<file path="src/rtl/ivc_pkg.sv">
package ivc_pkg;
  localparam int ADDR_W = 8;
  localparam logic [ADDR_W-1:0] A_MASK = 8'h00;
  localparam logic [ADDR_W-1:0] A_CUR  = 8'h01;
  localparam logic [ADDR_W-1:0] A_DFLT = 8'h02;
  localparam logic [3:0] PAGE_CTL = 4'h1;
  localparam logic [3:0] PAGE_VEC = 4'h2;
endpackage

</file>
<file path="src/rtl/ivc_cfg_regs.sv">
module ivc_cfg_regs
  import ivc_pkg::*;
#(
  parameter int NSRC  = 32,
  parameter int SLOTS = 16,
  parameter int DW    = 32,
  localparam int SRC_W = $clog2(NSRC),
  localparam int CTL_W = SRC_W + 1
) (
  input  logic                          clk,
  input  logic                          rst_n,
  input  logic                          wr,
  input  logic [ADDR_W-1:0]             addr,
  input  logic [DW-1:0]                 wdata,
  output logic [NSRC-1:0]               mask_o,
  output logic [SLOTS-1:0][CTL_W-1:0]   ctl_o,
  output logic [SLOTS-1:0][DW-1:0]      hvec_o,
  output logic [DW-1:0]                 dflt_o,
  output logic [DW-1:0]                 rdata_o
);
  logic [NSRC-1:0]             mask_q, mask_d;
  logic [SLOTS-1:0][CTL_W-1:0] ctl_q, ctl_d;
  logic [SLOTS-1:0][DW-1:0]    hv_q, hv_d;
  logic [DW-1:0]               dflt_q, dflt_d;
  logic                        in_range, ctl_hit, vec_hit;
  logic [3:0]                  sel;

  assign sel      = addr[3:0];
  assign in_range = int'(sel) < SLOTS;
  assign ctl_hit  = wr && addr[ADDR_W-1:4] == PAGE_CTL && in_range;
  assign vec_hit  = wr && addr[ADDR_W-1:4] == PAGE_VEC && in_range;

  always_comb begin
    mask_d = mask_q;
    ctl_d  = ctl_q;
    hv_d   = hv_q;
    dflt_d = dflt_q;
    if (wr && addr == A_MASK) mask_d = wdata[NSRC-1:0];
    if (wr && addr == A_DFLT) dflt_d = wdata;
    if (ctl_hit) ctl_d[sel] = wdata[CTL_W-1:0];
    if (vec_hit) hv_d[sel] = wdata;
  end

  always_ff @(posedge clk or negedge rst_n) begin
    if (!rst_n) begin
      mask_q <= '0;
      ctl_q  <= '0;
      hv_q   <= '0;
      dflt_q <= '0;
    end else begin
      mask_q <= mask_d;
      ctl_q  <= ctl_d;
      hv_q   <= hv_d;
      dflt_q <= dflt_d;
    end
  end

  always_comb begin
    rdata_o = '0;
    if (addr == A_MASK) rdata_o[NSRC-1:0] = mask_q;
    else if (addr == A_DFLT) rdata_o = dflt_q;
    else if (addr[ADDR_W-1:4] == PAGE_CTL && in_range) rdata_o[CTL_W-1:0] = ctl_q[sel];
    else if (addr[ADDR_W-1:4] == PAGE_VEC && in_range) rdata_o = hv_q[sel];
  end

  assign mask_o = mask_q;
  assign ctl_o  = ctl_q;
  assign hvec_o = hv_q;
  assign dflt_o = dflt_q;

  // a slot control write is stored as its low six bits
  assert_ctl_store_R9: assert property (@(posedge clk) disable iff (!rst_n)
    ctl_hit |=> ctl_q[$past(sel)] == $past(wdata[CTL_W-1:0]));
endmodule

</file>
<file path="src/rtl/ivc_pick.sv">
module ivc_pick #(
  parameter int SLOTS = 16,
  localparam int SLOT_W = $clog2(SLOTS),
  localparam int LVL_W  = $clog2(SLOTS + 1)
) (
  input  logic [SLOTS-1:0]  act,
  input  logic [LVL_W-1:0]  limit,
  output logic              found,
  output logic [SLOT_W-1:0] idx
);
  logic [SLOTS-1:0] elig;

  for (genvar g = 0; g < SLOTS; g++) begin : g_elig
    assign elig[g] = act[g] && (LVL_W'(g) < limit);
  end

  always_comb begin
    found = 1'b0;
    idx   = '0;
    for (int i = SLOTS - 1; i >= 0; i--) begin
      if (elig[i]) begin
        found = 1'b1;
        idx   = SLOT_W'(i);
      end
    end
  end

  // the reported winner is an active slot inside the allowed range
  always_comb begin
    assert_winner_active_R4: assert (!found || (act[idx] && LVL_W'(idx) < limit));
  end
endmodule

</file>
<file path="src/rtl/ivc_lock.sv">
module ivc_lock #(
  parameter int SLOTS = 16,
  parameter int DW    = 32,
  localparam int SLOT_W = $clog2(SLOTS),
  localparam int LVL_W  = $clog2(SLOTS + 1)
) (
  input  logic              clk,
  input  logic              rst_n,
  input  logic              rd_cur,
  input  logic              ack,
  input  logic              found,
  input  logic [SLOT_W-1:0] idx,
  input  logic [DW-1:0]     cur_vec,
  output logic              locked_o,
  output logic [LVL_W-1:0]  limit_o,
  output logic [DW-1:0]     held_o
);
  localparam logic [LVL_W-1:0] OPEN = LVL_W'(SLOTS);

  logic             locked_q, locked_d;
  logic [LVL_W-1:0] lvl_q, lvl_d;
  logic [DW-1:0]    held_q, held_d;

  always_comb begin
    locked_d = locked_q;
    lvl_d    = lvl_q;
    held_d   = held_q;
    if (ack) begin
      locked_d = 1'b0;
      lvl_d    = OPEN;
    end else if (rd_cur) begin
      locked_d = 1'b1;
      held_d   = cur_vec;
      if (found) lvl_d = LVL_W'(idx);
    end
  end

  always_ff @(posedge clk or negedge rst_n) begin
    if (!rst_n) begin
      locked_q <= 1'b0;
      lvl_q    <= OPEN;
      held_q   <= '0;
    end else begin
      locked_q <= locked_d;
      lvl_q    <= lvl_d;
      held_q   <= held_d;
    end
  end

  assign locked_o = locked_q;
  assign limit_o  = lvl_q;
  assign held_o   = held_q;

  // the acknowledge write drops the freeze on the next edge
  assert_ack_releases_R8: assert property (@(posedge clk) disable iff (!rst_n)
    ack |=> !locked_q);
  // while frozen the selector only returns a strictly higher slot
  assert_frozen_bound_R6: assert property (@(posedge clk) disable iff (!rst_n)
    (locked_q && found) |-> LVL_W'(idx) < lvl_q);
endmodule

</file>
<file path="src/rtl/irq_vector_ctrl.sv">
module irq_vector_ctrl
  import ivc_pkg::*;
#(
  parameter int NSRC  = 32,
  parameter int SLOTS = 16,
  parameter int DW    = 32
) (
  input  logic              clk,
  input  logic              rst_n,
  input  logic [NSRC-1:0]   src_req,
  input  logic              bus_wr,
  input  logic              bus_rd,
  input  logic [ADDR_W-1:0] bus_addr,
  input  logic [DW-1:0]     bus_wdata,
  output logic [DW-1:0]     bus_rdata,
  output logic              irq_o,
  output logic [DW-1:0]     vec_o
);
  localparam int SRC_W  = $clog2(NSRC);
  localparam int CTL_W  = SRC_W + 1;
  localparam int SLOT_W = $clog2(SLOTS);
  localparam int LVL_W  = $clog2(SLOTS + 1);

  logic [1:0] rst_sync;
  logic       rst_q;

  always_ff @(posedge clk or negedge rst_n) begin
    if (!rst_n) rst_sync <= 2'b00;
    else        rst_sync <= {rst_sync[0], 1'b1};
  end
  assign rst_q = rst_sync[1];

  logic [NSRC-1:0]             mask;
  logic [SLOTS-1:0][CTL_W-1:0] ctl;
  logic [SLOTS-1:0][DW-1:0]    hvec;
  logic [DW-1:0]               dflt, cfg_rdata, held, cur_vec;
  logic [SLOTS-1:0]            act;
  logic                        found, locked, rd_cur, ack;
  logic [SLOT_W-1:0]           idx;
  logic [LVL_W-1:0]            limit;

  ivc_cfg_regs #(.NSRC(NSRC), .SLOTS(SLOTS), .DW(DW)) u_regs (
    .clk(clk), .rst_n(rst_q), .wr(bus_wr), .addr(bus_addr), .wdata(bus_wdata),
    .mask_o(mask), .ctl_o(ctl), .hvec_o(hvec), .dflt_o(dflt), .rdata_o(cfg_rdata)
  );

  for (genvar s = 0; s < SLOTS; s++) begin : g_slot
    logic [SRC_W-1:0] src_sel;
    assign src_sel = ctl[s][SRC_W-1:0];
    assign act[s]  = ctl[s][CTL_W-1] && mask[src_sel] && src_req[src_sel];
  end

  ivc_pick #(.SLOTS(SLOTS)) u_pick (
    .act(act), .limit(limit), .found(found), .idx(idx)
  );

  assign rd_cur = bus_rd && bus_addr == A_CUR;
  assign ack    = bus_wr && bus_addr == A_CUR;

  ivc_lock #(.SLOTS(SLOTS), .DW(DW)) u_lock (
    .clk(clk), .rst_n(rst_q), .rd_cur(rd_cur), .ack(ack), .found(found),
    .idx(idx), .cur_vec(cur_vec), .locked_o(locked), .limit_o(limit), .held_o(held)
  );

  always_comb begin
    if (found)       cur_vec = hvec[idx];
    else if (locked) cur_vec = held;
    else             cur_vec = dflt;
  end

  assign irq_o     = |(src_req & mask);
  assign vec_o     = cur_vec;
  assign bus_rdata = (bus_addr == A_CUR) ? cur_vec : cfg_rdata;

  // any active slot implies a raised processor request
  assert_irq_covers_slots_R2: assert property (@(posedge clk) disable iff (!rst_q)
    (|act) |-> irq_o);
endmodule

</file>
<file path="config.mk">
export PLATFORM = sky130hd
export DESIGN_NAME = irq_vector_ctrl
export DESIGN_NICKNAME = d
export VERILOG_FILES = /design/src/rtl/ivc_pkg.sv /design/src/rtl/ivc_cfg_regs.sv /design/src/rtl/ivc_pick.sv /design/src/rtl/ivc_lock.sv /design/src/rtl/irq_vector_ctrl.sv
export SDC_FILE = /design/constraint.sdc
export NUM_CORES = 2
export LEC_CHECK = 0
export BUFFER_PORTS_ARGS = -buffer_cell sky130_fd_sc_hd__buf_2
export CORE_MARGIN = 8
export CORE_UTILIZATION = 30
export DETAILED_ROUTE_END_ITERATION = 6
export HOLD_SLACK_MARGIN = 0.02
export PLACE_DENSITY = 0.44
export SLEW_MARGIN = 10
export SYNTH_ARGS = -nofsm -noshare
export SYNTH_HDL_FRONTEND = slang
export SYNTH_SLANG_ARGS = --single-unit
export TNS_END_PERCENT = 5
</file>
<file path="constraint.sdc">
create_clock -name clk -period 22.4 [get_ports clk]
set_clock_uncertainty 0.1 [all_clocks]
set_input_delay 4.48 -clock clk [delete_from_list [all_inputs] [get_ports clk]]
set_output_delay 4.48 -clock clk [all_outputs]
set_load 0.005 [all_outputs]
</file>
==> results.py <==
metrics = {
    "routing": {
        "vias": 30809,
        "drc": 0,
        "ant_nets": 0,
        "dr.first_iter.drc_count": 2874,
        "dr.pass1.iters": 7,
        "routed_wl_mm": 168.9,
        "post_drt_via_cell_ratio": 5.882,
        "wl_per_cell_um": 32.24,
    },
    "pwr": {
        "power_leakage_nw": 20.58,
        "p_int_w": 0.002308,
        "netSwitchingFraction": 0.2671,
        "p_sw_w": 0.0008412,
        "power.share.sequential": 0.452,
        "total_power_w": 0.003149,
        "pwr-share-clk": 0.449,
        "comb_power_share": 0.099,
        "max-vdd-ir-drop_mv": 0.04882,
        "power.density_nw_per_um2": 66.15,
    },
    "synth": {
        "synth-compound-area-share": 0.09035,
        "synth.area.mux_share": 0.3961,
        "yosys_warnings": 0,
        "synth_edf_count": 0,
        "async_flop_share": 1.000,
        "synth_cell_type_count": 82,
        "ys_ff_latch": 712,
        "ys_seq_area_frac": 0.4196,
        "syn_area_um2": 42460,
        "syn_area_per_cell_um2": 12.69,
        "synthCells": 3346,
        "synth_adder_area_share": 0,
        "synth_top_family_by_area": "multiplexers",
        "yosys_most_used_dff": "dfrtp_1",
        "synthesis.nets": 3422,
        "yosys.area_share.simple": 0.05469,
        "synthXorXnorAreaFrac": 0,
    },
    "global_route": {
        "track_usage": 0.2157,
        "gr-total-overflow": 0,
        "grt_pass1_wl_mm": 242.7,
        "antenna_found_initial": 19,
        "grt_max_degree": 165,
        "grt_pass1_vias": 31251,
    },
    "layout": {
        "syn_to_final_growth_pct": 12.12,
        "drive_gt1_frac": 0.4373,
        "nets": 3357,
        "fillers": 13923,
    },
    "clock_network": {
        "clk_path_buf_depth": 3,
        "cts-root-buf": "clkbuf_16",
        "htreeDepth": 3,
        "numCtsBuffers": 88,
        "cts_setup_buffers": 0,
        "cts_resized": 0,
        "cts_num_sinks": 712,
        "hold_buffers": 0,
        "clk_pin_slew_ns": 0.05,
        "cts_tree": "yes",
        "clk_latency_ns": 0.70,
    },
    "floorplanning": {
        "die-width_um": 392.2,
        "dieArea_um2": 153800,
        "die_height_um": 392.2,
        "num_rows": 138,
        "num_io_pins": 141,
        "core_um2": 141100,
        "initial_core_util": 0.3010,
    },
    "placement": {
        "io_buffers": 140,
        "dp_hpwl_mm": 101.6,
        "gp_congestion": 0.8971,
    },
    "timing": {
        "hold_violations": 0,
        "rsz0062_at_grt": "no",
        "clock.fmax_ghz": 0.06259,
        "worstMarginPinSlew_ns": 1.174,
        "period_share": 0.7132,
        "setup_viol": 0,
        "slew_viol_final": 0,
        "slew_headroom": 0.1970,
        "min_period_ns": 15.98,
        "finalSetupTns_ns": 0,
    },
    "setup_path": {
        "critPathMaxFanout": 66,
        "path_delay_family": "buffers and inverters",
        "critPathLaunchType": "input port",
        "crit_required_ns": 17.82,
        "cpMostUsedCell": "buf_4",
        "path_buf_inv": 5,
        "cpPeakStageDelay_ns": 0.86,
        "crit_path_cell_trace": "buf_2 -> nand2_1 -> mux4_2 -> mux2_2 -> nor4b_1 -> a211o_1 -> o211a_1 -> o211ai_2 -> o21ai_4 -> buf_4 -> buf_4 -> buf_4 -> nand2_1 -> and3_1 -> nor3_1 -> a21oi_1 -> o31ai_1 -> buf_2",
        "slowest_stage": "buf_4",
        "cp-end-kind": "output pin",
        "path_class": "input port to output pin",
        "cp.arrival_ns": 11.40,
    },
    "run_status": {
        "status": "finished clean",
    },
    "worst_hold_path": {
        "hp-class": "register to register",
    },
    "flow_run": {
        "maxCapViolations": 0,
    },
}
==> stage by stage <==
| stage | hold WS, ns | cell area, µm² | cells | setup WS (ns) | util |
|---|---|---|---|---|---|
| 3_3_place_gp | 0.2339 | 44790 | 5081 | 6.712 | 0.3175 |
| 5_1_grt | 0.2630 | 47600 | 5235 | 6.195 | 0.3374 |
| 3_5_place_dp | 0.2365 | 44790 | 5081 | 6.714 | 0.3175 |
| 2_1_floorplan | 0.2312 | 42460 | 3346 | 0.9863 | - |
| 6_report | 0.2452 | 47610 | 5238 | 6.424 | 0.3375 |
| 4_1_cts | 0.2485 | 47590 | 5233 | 6.709 | 0.3374 |
==> kinds of logic after synthesis <==
logic type | Yosys count
mux | 1205
compound gates | 506
flops | 712
other cells | 1
simple gates | 515
buf+inv | 407
==> power by group through the flow <==
stage               Clock [W]  Sequential (W)  Combinational [W]
CTS                   0.00146         0.00142           0.000313
floorplan                   0         0.00142           0.000213
global placement            0         0.00144           0.000310
detailed placement          0         0.00144           0.000312
finish                0.00141         0.00142           0.000311
global route          0.00150         0.00143           0.000333
==> routing by layer <==
layer  global-route usage  up-vias  wire [µm]
li1                     -    12780          -
met1               0.2962    16382      73440
met2               0.3420     1322      76920
met3              0.04593      319      13070
met4              0.06599        6       5335
met5                    0        -        132
==> cells in the mapped netlist (16+ instances only) <==
cell type | n | area share
a32o_1 | 27 | 0.0064
a41oi_1 | 23 | 0.0047
buf_2 | 46 | 0.0054
o31ai_2 | 23 | 0.0068
a211oi_1 | 54 | 0.0095
a21oi_1 | 71 | 0.0084
inv_1 | 56 | 0.0050
buf_1 | 67 | 0.0059
o2111ai_1 | 16 | 0.0033
o21ai_0 | 52 | 0.0061
o22ai_1 | 19 | 0.0028
nand3_1 | 66 | 0.0078
dfrtp_1 | 711 | 0.42
clkbuf_1 | 219 | 0.019
nor2_1 | 50 | 0.0044
nor3_1 | 16 | 0.0019
o21ai_1 | 56 | 0.0066
nand2_1 | 291 | 0.026
mux2i_1 | 138 | 0.033
mux4_2 | 304 | 0.16
mux2_2 | 763 | 0.20
o221a_1 | 23 | 0.0061
o211ai_1 | 18 | 0.0032
a222oi_1 | 29 | 0.0068
==> worst paths after layout <==
path / end / slack (ns) / depth (start not counted) / from
hold / removal: rst_sync[1]$_DFF_PN0_ / 0.25 / 0 / rst_sync[0]$_DFF_PN0_
min in group asynchronous: u_regs.hvec_o[506]$_DFFE_PN0P_ / 0.39 / 0 / rst_sync[1]$_DFF_PN0_
setup / recovery: bus_rdata[5] / 6.42 / 18 / src_req[18]
max in group asynchronous: u_regs.hvec_o[392]$_DFFE_PN0P_ / 17.83 / 4 / rst_sync[1]$_DFF_PN0_
hold reg to reg: rst_sync[1]$_DFF_PN0_ / 0.25 / 0 / rst_sync[0]$_DFF_PN0_
setup reg to reg: u_lock.held_o[0]$_DFFE_PN0P_ / 14.69 / 14 / u_regs.mask_o[14]$_DFFE_PN0P_
==> cells in the final DEF (no fill, tap or decap), drive strengths merged, types with 23 or more instances in the layout <==
cell      n
mux2    763
dfrtp   711
mux4    304
nand2   291
buf     193
mux2i   138
clkbuf  127
o21ai   109
a21oi    71
nand3    66
inv      61
a211oi   54
nor2     50
a222oi   29
a32o     27
o31ai    27
a41oi    23
o221a    23
==> area by class of cell <==
| type | count | area (µm²) | share of cell area |
|---|---|---|---|
| Clock inverter | 25 | 236.5 | 0.004967 |
| Antenna cell | 5 | 12.51 | 0.0002628 |
| Inverter | 59 | 221.5 | 0.004652 |
| Clock buffer | 127 | 2570 | 0.05398 |
| Sequential cell | 712 | 17830 | 0.3744 |
| Tap cell | 1890 | 2365 | 0.04967 |
| Multi-Input combinational cell | 2227 | 23200 | 0.4874 |
| Timing Repair Buffer | 193 | 1174 | 0.02465 |
==> state kept, by name, indices dropped and copies added, names as in the netlist <==
name and flops:
u_regs.hvec_o 512, u_regs.dflt_o 32, u_regs.ctl_o 96, u_lock.held_o 32, u_regs.mask_o 32, rst_sync 2
u_lock.limit_o 5, u_lock.locked_o 1
Power figures use the tool's default switching activity.
